[config.mk]
export PLATFORM = sky130hd
export DESIGN_NAME = prot_region_matcher
export DESIGN_NICKNAME = d
export VERILOG_FILES = /design/src/rtl/prm_pkg.sv /design/src/rtl/prm_region.sv /design/src/rtl/prm_arbiter.sv /design/src/rtl/prot_region_matcher.sv
export SDC_FILE = /design/constraint.sdc
export NUM_CORES = 1
export LEC_CHECK = 0
export ABC_AREA = 1
export ABC_CLOCK_PERIOD_IN_PS = 5560
export BUFFER_PORTS_ARGS = -buffer_cell sky130_fd_sc_hd__buf_2
export CORE_MARGIN = 10
export CORE_UTILIZATION = 39
export DETAILED_ROUTE_END_ITERATION = 16
export PLACE_DENSITY = 0.62
export SLEW_MARGIN = 15
export SYNTH_ARGS = -nofsm -noshare
export SYNTH_HDL_FRONTEND = slang
export SYNTH_SLANG_ARGS = --single-unit
[constraint.sdc]
create_clock -name clk -period 5.56 [get_ports clk]
set_input_delay 0.278 -clock clk [delete_from_list [all_inputs] [get_ports clk]]
set_output_delay 0.278 -clock clk [all_outputs]
set_load 0.005 [all_outputs]
[src/rtl/prm_pkg.sv]
package prm_pkg;
  localparam int SZW   = 5;
  localparam int SRDW  = 8;
  localparam int MINSZ = 4;
  localparam int SUBSZ = 7;
endpackage

[src/rtl/prm_region.sv]
module prm_region
  import prm_pkg::*;
#(
  parameter int AW = 32
) (
  input  logic [AW-1:0]   addr,
  input  logic [AW-1:0]   base,
  input  logic [SZW-1:0]  size,
  input  logic [SRDW-1:0] srd,
  input  logic            en,
  output logic            match
);
  logic [SZW-1:0] n_eff;
  logic [AW:0]    low_mask;
  logic [AW-1:0]  shifted;
  logic [2:0]     sub_idx;
  logic           in_win;
  logic           sub_off;

  always_comb begin
    n_eff    = (size < SZW'(MINSZ)) ? SZW'(MINSZ) : size;
    low_mask = ({{AW{1'b0}}, 1'b1} << (int'(n_eff) + 1)) - 1'b1;
    in_win   = (((addr ^ base) & ~low_mask[AW-1:0]) == '0);
    shifted  = addr >> (n_eff - SZW'(2));
    sub_idx  = shifted[2:0];
    sub_off  = (n_eff >= SZW'(SUBSZ)) && srd[sub_idx];
    match    = en && in_win && !sub_off;
  end
endmodule

[src/rtl/prm_arbiter.sv]
module prm_arbiter #(
  parameter int NREG   = 8,
  parameter int ATTR_W = 8,
  localparam int IW    = $clog2(NREG)
) (
  input  logic [NREG-1:0]        match_vec,
  input  logic [NREG*ATTR_W-1:0] attr_flat,
  output logic                   any,
  output logic [IW-1:0]          idx,
  output logic [ATTR_W-1:0]      attr
);
  always_comb begin
    any  = 1'b0;
    idx  = '0;
    attr = '0;
    for (int i = 0; i < NREG; i++) begin
      if (match_vec[i]) begin
        any  = 1'b1;
        idx  = IW'(i);
        attr = attr_flat[i*ATTR_W +: ATTR_W];
      end
    end
  end
endmodule

[src/rtl/prot_region_matcher.sv]
module prot_region_matcher
  import prm_pkg::*;
#(
  parameter int              AW       = 32,
  parameter int              NREG     = 8,
  parameter int              ATTR_W   = 8,
  parameter logic [ATTR_W-1:0] DEF_ATTR = 8'h3C,
  parameter bit              OUT_REG  = 1'b1,
  localparam int             IW       = $clog2(NREG)
) (
  input  logic                   clk,
  input  logic                   rst,
  input  logic                   glb_en,
  input  logic                   bg_en,
  input  logic                   priv,
  input  logic [AW-1:0]          addr,
  input  logic [NREG-1:0]        cfg_en,
  input  logic [NREG*AW-1:0]     cfg_base,
  input  logic [NREG*SZW-1:0]    cfg_size,
  input  logic [NREG*SRDW-1:0]   cfg_srd,
  input  logic [NREG*ATTR_W-1:0] cfg_attr,
  output logic                   hit,
  output logic [IW-1:0]          hit_idx,
  output logic [ATTR_W-1:0]      attr_o,
  output logic                   fault
);
  logic [NREG-1:0]   match_vec;
  logic              arb_any;
  logic [IW-1:0]     arb_idx;
  logic [ATTR_W-1:0] arb_attr;
  logic              hit_c, fault_c;
  logic [IW-1:0]     idx_c;
  logic [ATTR_W-1:0] attr_c;

  for (genvar g = 0; g < NREG; g++) begin : g_reg
    prm_region #(.AW(AW)) u_region (
      .addr  (addr),
      .base  (cfg_base[g*AW +: AW]),
      .size  (cfg_size[g*SZW +: SZW]),
      .srd   (cfg_srd[g*SRDW +: SRDW]),
      .en    (cfg_en[g]),
      .match (match_vec[g])
    );
  end

  prm_arbiter #(.NREG(NREG), .ATTR_W(ATTR_W)) u_arb (
    .match_vec (match_vec),
    .attr_flat (cfg_attr),
    .any       (arb_any),
    .idx       (arb_idx),
    .attr      (arb_attr)
  );

  always_comb begin
    hit_c   = glb_en && arb_any;
    idx_c   = hit_c ? arb_idx : '0;
    attr_c  = hit_c ? arb_attr : DEF_ATTR;
    fault_c = glb_en && !arb_any && (!priv || !bg_en);
  end

  if (OUT_REG) begin : g_oreg
    always_ff @(posedge clk) begin
      if (rst) begin
        hit     <= 1'b0;
        hit_idx <= '0;
        attr_o  <= '0;
        fault   <= 1'b0;
      end else begin
        hit     <= hit_c;
        hit_idx <= idx_c;
        attr_o  <= attr_c;
        fault   <= fault_c;
      end
    end
  end else begin : g_comb
    always_comb begin
      hit     = hit_c;
      hit_idx = idx_c;
      attr_o  = attr_c;
      fault   = fault_c;
    end
  end


  winner_matches_chk: assert property (@(posedge clk) disable iff (rst)
    arb_any |-> match_vec[arb_idx]);

  no_higher_match_chk: assert property (@(posedge clk) disable iff (rst)
    arb_any |-> ((match_vec >> arb_idx) == 1));

  fault_excl_hit_chk: assert property (@(posedge clk) disable iff (rst)
    fault_c |-> !hit_c);

  glb_off_quiet_chk: assert property (@(posedge clk) disable iff (rst)
    !glb_en |-> (!hit_c && !fault_c && attr_c == DEF_ATTR));

  off_region_silent_chk: assert property (@(posedge clk) disable iff (rst)
    ((match_vec & ~cfg_en) == '0));
endmodule

* Yosys cells after proc, flatten, opt, wreduce, memory -nomap -nowiden
Index checks and enable logic that the tools add are counted.
Storage, ports and cells: input port bits 469, register bits 13, output and inout bits 13, word-level logic and storage cells 190
Cells by class: $add $sub $neg 24, reduce and logical (&&, ||, !) cells 48, multiplexer cells 48, magnitude comparators 24, shift operators 16, bitwise gates (word level) 25
Operators by type and width (number):
- AND 32 bit | 8
- logical NOT 32 bit | 8
- NOT 32 bit | 8
- << shifter 1 x 32 -> 32 bit, first input constant | 8
- >> shifter 32 x 5 -> 3 bit | 8
- subtractor 32 x 1 -> 32 bit, second input constant | 8
- XOR 32 bit | 8
- two-way mux 8 bit | 8
- adder 5 x 1 -> 6 bit, second input constant | 8
- greater-or-equal comparator 5 x 3 -> 1 bit, second input constant | 8
- < comparator 5 x 3 -> 1 bit, second input constant | 8
- two-way mux 5 bit | 8
- subtractor 5 x 2 -> 5 bit, second input constant | 8
- < comparator 3 x 4 -> 1 bit, second input constant | 8
- logical AND 1 bit | 27
- binary-select mux 1 bit (select 3 bit) | 8
- two-way mux 1 bit | 17
- two-way mux 3 bit | 4
- logical NOT 1 bit | 11
- two-way mux 6 bit | 1
- two-way mux 2 bit | 2
- OR reduction 2 bit | 1
- logical OR 1 bit | 1
- NOT 1 bit | 1

* Longest topological paths before layout
depth in word-level cells 21, depth in mapped cells 38

* Modules after synthesis
A second synthesis with hierarchy kept.
Unflattened totals: cell total of the unflattened synthesis 4652, area total of the unflattened synthesis 23679.0 µm²
By module, submodules not included:
- prm_region at g_reg[4].u_region ... | sequential area each 0.0 µm², cells each 547, instances 4, area an instance 2830.2 µm²
- prm_region at g_reg[0].u_region ... | sequential area each 0.0 µm², cells each 568, instances 4, area an instance 2817.7 µm²
- prm_arbiter | sequential area each 0.0 µm², cells each 148, instances 1, area an instance 693.2 µm²
- prot_region_matcher | sequential area each 260.2 µm², cells each 44, instances 1, area an instance 394.1 µm²

* Worst setup path after synthesis
Ideal clock, no wire load.
path kind input port to flip-flop, from in cfg_size[11], to reg attr_o[3], setup slack 1.638 ns, arrival time 3.813 ns, library setup time 0.109 ns, stages 32, path through buf_2 > inv_1 > a21oi_1 > buf_1 > ha_1 > nand3_1 > nand2_1 > nand2_2 > buf_2 > nand2_1 > nor2_1 > inv_1 > ha_1 > nand2_1 > nor2_2 > nand2_1 > nor2_2 > nand2_1 > nor2_1 > a21oi_1 > o21ai_0 > nand3_1 > nor3_1 > nand3_1 > nand2_1 > nor2_1 > nand2_1 > nand2_1 > nand2_1 > nand3_1 > nand2_1 > inv_1
On the way: cells in the longest elaborated chain, start to end 18
RTL lines:
- start: declaration | RTL line prot_region_matcher.sv:19 | input logic [NREG*SZW-1:0] cfg_size,
- < comparator 5 x 3 -> 1 bit | RTL line prm_region.sv:21 | n_eff = (size < SZW'(MINSZ)) ? SZW'(MINSZ) : size;
- two-way mux 5 bit * | RTL line prm_region.sv:21
- adder 5 x 1 -> 6 bit | RTL line prm_region.sv:22 | low_mask = ({{AW{1'b0}}, 1'b1} << (int'(n_eff) + 1)) - 1'b1;
- << shifter 1 x 32 -> 32 bit | RTL line prm_region.sv:22
- subtractor 32 x 1 -> 32 bit | RTL line prm_region.sv:22
- NOT 32 bit | RTL line prm_region.sv:23 | in_win = (((addr ^ base) & ~low_mask[AW-1:0]) == '0);
- AND 32 bit | RTL line prm_region.sv:23
- logical NOT 32 bit | RTL line prm_region.sv:23
- logical AND 1 bit | RTL line prm_region.sv:27 | match = en && in_win && !sub_off;
- logical AND 1 bit * | RTL line prm_region.sv:27
- two-way mux 1 bit (6 in series) | RTL line prm_arbiter.sv:17 | if (match_vec[i]) begin
- logical AND 1 bit | RTL line prot_region_matcher.sv:55 | hit_c = glb_en && arb_any;
- two-way mux 6 bit * | RTL line prot_region_matcher.sv:57 | attr_c = hit_c ? arb_attr : DEF_ATTR;
- end signal: assignment | RTL line prot_region_matcher.sv:71 | attr_o <= attr_c;
- end: declaration | RTL line prot_region_matcher.sv:24 | output logic [ATTR_W-1:0] attr_o,
Mark *: on every way between the ends. The rest lies on a longest branch, timed or not. The select of a mux whose other input is x is not followed. A chain may end at the register's enable or synchronous reset.

* Final worst setup path
from in cfg_size[23], to reg attr_o[3]
On the way: cells in the longest elaborated chain, start to end 16
RTL lines (RTL line):
- < comparator 5 x 3 -> 1 bit | prm_region.sv:21
- two-way mux 5 bit * | prm_region.sv:21
- adder 5 x 1 -> 6 bit | prm_region.sv:22
- << shifter 1 x 32 -> 32 bit | prm_region.sv:22
- subtractor 32 x 1 -> 32 bit | prm_region.sv:22
- NOT 32 bit | prm_region.sv:23
- AND 32 bit | prm_region.sv:23
- logical NOT 32 bit | prm_region.sv:23
- logical AND 1 bit | prm_region.sv:27
- logical AND 1 bit * | prm_region.sv:27
- two-way mux 1 bit (4 in series) | prm_arbiter.sv:17
- logical AND 1 bit | prot_region_matcher.sv:55
- two-way mux 6 bit * | prot_region_matcher.sv:57
Marked as above.

==> summary.md <==
| Metric | Value |
|---|---|
| Final worst slack | `0.816 ns` |
| Layout cells sized above 1 | `15.4%` |
| Top FF cell, synth | `dfxtp_1` |
| Sequential power share | `3.1%` |
| Post-synthesis mux area share | `0.0442%` |
| # rows | `88` |
| Post-CTS resize count | `0` |
| Worst-margin pin slew | `0.931 ns` |
| Synth area leaders | `nand2_1 (25%), nand3_1 (20%), xor2_1 (8.8%)` |
| Die Area | `0.0681 sq mm` |
| Power Density | `122 mW/mm^2` |
| YS warnings | `0` |
| Hold path depth | `2` |
| Gate Count Post-Synth | `4603` |
| # IOs | `482` |
| Fin crit period | `4.74 ns` |
| Clock power frac | `4.3%` |
| Part of the power in combinational logic | `92.6%` |
| Slew headroom | `37.8%` |
| RSZ-0062 raised after global routing | `false` |
| First-pass GRT wire length | `179000 microns` |
| Post-DP HPWL | `92400 microns` |
| Most common cell after layout, fill and taps aside | `nand2_1` |
| Vias/cell | `5.67` |
| Post-Place Setup Slack | `0.734 ns` |
| Switch Pwr | `2.01 mW` |
| CTS tree | `done` |
| Highest Clock Rate | `211 MHz` |
| Adder-cell share of the synthesized area | `1.77%` |
| Area Growth Syn to Fin | `13.4%` |
| Drt pass-1 iters | `6` |
| Top Family by Delay on Critical Path | `simple AND/OR/NAND/NOR gates` |
| Multi-input combinational cell area | `0.0197 sq mm` |
| CP Capture Type | `register` |
| Status | `finished, final reports clean` |
| Internal | `1.14 mW` |
| Synth Area in XOR/XNOR | `10.3%` |
| Maximum VDD drop | `0.171 mV` |
| Setup bufs post-CTS | `0` |
| Worst-path fanout max | `21` |
| DRT iter0 DRCs | `4335` |
| WP data arrival | `4.89 ns` |
| Critical path required time | `5.70 ns` |
| Fin nets | `5475` |
| Global placement routability congestion | `0.993` |
| Die H | `261 microns` |
| Synth Area in Compound Gates | `10.6%` |
| Final Hold Viols | `0` |
| WL final | `123000 microns` |
| Port Buf Inserts | `481` |
| Clock Path Buffers | `2` |
| DRC | `0` |
| Worst min path class | `input pin to register` |
| Post-synth top area share | `24.6%` |
| Kind of critical path | `input pin to register` |
| Fill cells | `6634` |
| Vias in the first global route | `29700` |
| Post-CTS Hold Buffers | `0` |
| CTS H-tree lvls | `1` |
| Core ar. | `0.0576 sq mm` |
| Final setup vio count | `0` |
| EDFF count, synth | `0` |
| Pleak | `15.5 nW` |
| Library cells used by synthesis | `61` |
| Worst-path clk slew | `0.04 ns` |
| Most used cell, CP | `nand2_1` |
| CP Launch Point | `cfg_size[23]` |
| Sw frac | `63.9%` |
| Initial antenna violation count | `9` |
| Worst Hold End | `fault` |
| Initial Utilization | `39.3%` |
| Worst stage delay on the critical path | `0.51 ns` |
| Detail Route Antenna Nets | `0` |
| Max-Cap Viols | `0` |
| Critical hold path startpoint | `priv` |
| Fin crit share | `85.3%` |
| Async set-reset flop share out of synthesis | `0%` |
| Crit path buf inv count | `4` |
| Die Wd | `261 microns` |
| Critical path launch point type | `input pin` |
| Syn avg cell area | `4.92 sq um` |
| CTS Buf Count | `3` |
| GRT Util Overall | `33.7%` |
| Seq/Total Area, Yosys | `1.15%` |
| CTS sink cnt | `13` |
| Clock Tree Root | `clkbuf_16` |
| Pin count of the biggest net entering global routing | `36` |
| Sum Neg Setup Slack | `0 ns` |
| Overflow after GRT | `0` |
| Most frequent cells in the layout | `nand2_1 (1485), nand3_1 (892), nor2_1 (502)` |
| CP max-delay cell | `nor2_1` |
| Post-synth design cell area | `0.0227 sq mm` |
| Top cell type by total area after synthesis | `nand2_1` |
| Largest family of logic cells by synthesized area | `simple AND/OR/NAND/NOR gates` |
| DR vias | `32600` |
| Pins Over Slew Limit | `0` |
| Post-Synth Simple-Gate Area | `64.2%` |
| Reg area | `260 sq um` |
| Routed length per instance | `21.4 microns` |
| Flops & latches, synth | `13` |
## synthesized netlist by cell type, types with 3 or more instances
cell type / n
nand2_1: 1485
nand3_1: 892
nor2_1: 502
inv_1: 434
xor2_1: 227
o21ai_0: 181
nand4_1: 112
clkbuf_1: 87
o211ai_1: 60
a21oi_1: 54
nor2_2: 50
buf_2: 49
nand2_2: 37
xnor2_1: 35
nand3b_1: 34
ha_1: 32
inv_2: 31
nor2_4: 31
o21bai_1: 28
nor3_1: 26
a22oi_1: 18
buf_4: 17
nand3_2: 16
buf_1: 15
buf_6: 14
nand2_4: 14
dfxtp_1: 13
clkinv_1: 12
or2_2: 12
o221ai_1: 8
o21ai_1: 7
a21oi_2: 6
nor3_2: 6
o2111ai_1: 6
and2_1: 5
or2_1: 5
a31oi_1: 4
a21boi_0: 3
nand4_2: 3
o21ai_2: 3
## layer usage
| metal | GRT usage (%) | routed length, microns | vias up | part of all wire, % |
|---|---|---|---|---|
| met4 | 18.5 | 7650 | 4 | 6.2 |
| met5 | 0 | 23 | - | 0.019 |
| met1 | 43.5 | 49000 | 14600 | 40 |
| met2 | 52.9 | 53400 | 1932 | 43 |
| met3 | 5.28 | 13200 | 349 | 11 |
| li1 | - | - | 15700 | - |
## cells by family after synthesis
group | after synthesis
flops | 13
buf+inv | 662
mux | 1
xor+xnor | 264
compound gates | 392
fa+ha+maj | 32
other cells | 1
simple gates | 3238
## worst max-delay path by stage
stage / end / depth (start not counted) / slack, ns
after floorplan: attr_o[3] / 32 / 1.64
after global placement: attr_o[3] / 34 / 0.78
after detailed placement: attr_o[3] / 33 / 0.73
after CTS: attr_o[3] / 33 / 0.97
after global routing: attr_o[5] / 31 / 0.28
final: attr_o[3] / 33 / 0.82
## power groups by stage
stage          sequential, mW  clock [mW]  combinational, mW
6_report               0.0961       0.137               2.91
5_1_grt                0.0962       0.141               3.21
4_1_cts                0.0961       0.137               2.84
3_5_place_dp           0.0978           0               2.83
3_3_place_gp           0.0979           0               2.83
2_1_floorplan          0.0980           0               1.95
## per-stage QoR
stage	std cells	hold WS (ns)	area (sq um)	power, mW	utilization [%]
finish	5747	0.205	25700	3.15	44.6
global route	5743	0.208	25700	3.44	44.6
CTS	5738	0.204	25700	3.07	44.6
detailed placement	5734	0.458	25600	2.93	44.5
global placement	5734	0.465	25600	2.93	44.5
floorplan	4606	0.347	22700	2.05	-
## final cells by class
cell class | instances | area share (%)
antenna | 9 | 0.0876
inverter | 480 | 7.05
clock buffer | 4 | 0.307
multi-input combinational | 3931 | 76.6
tap | 765 | 3.72
sequential | 13 | 1.01
timing repair buffer | 545 | 11.2
## sequential cells by signal, summed over array words and instances, names as in the netlist
name and flops:
attr_o 8, hit_idx 3, fault 1, hit 1
(Power assumes the default switching activity.)
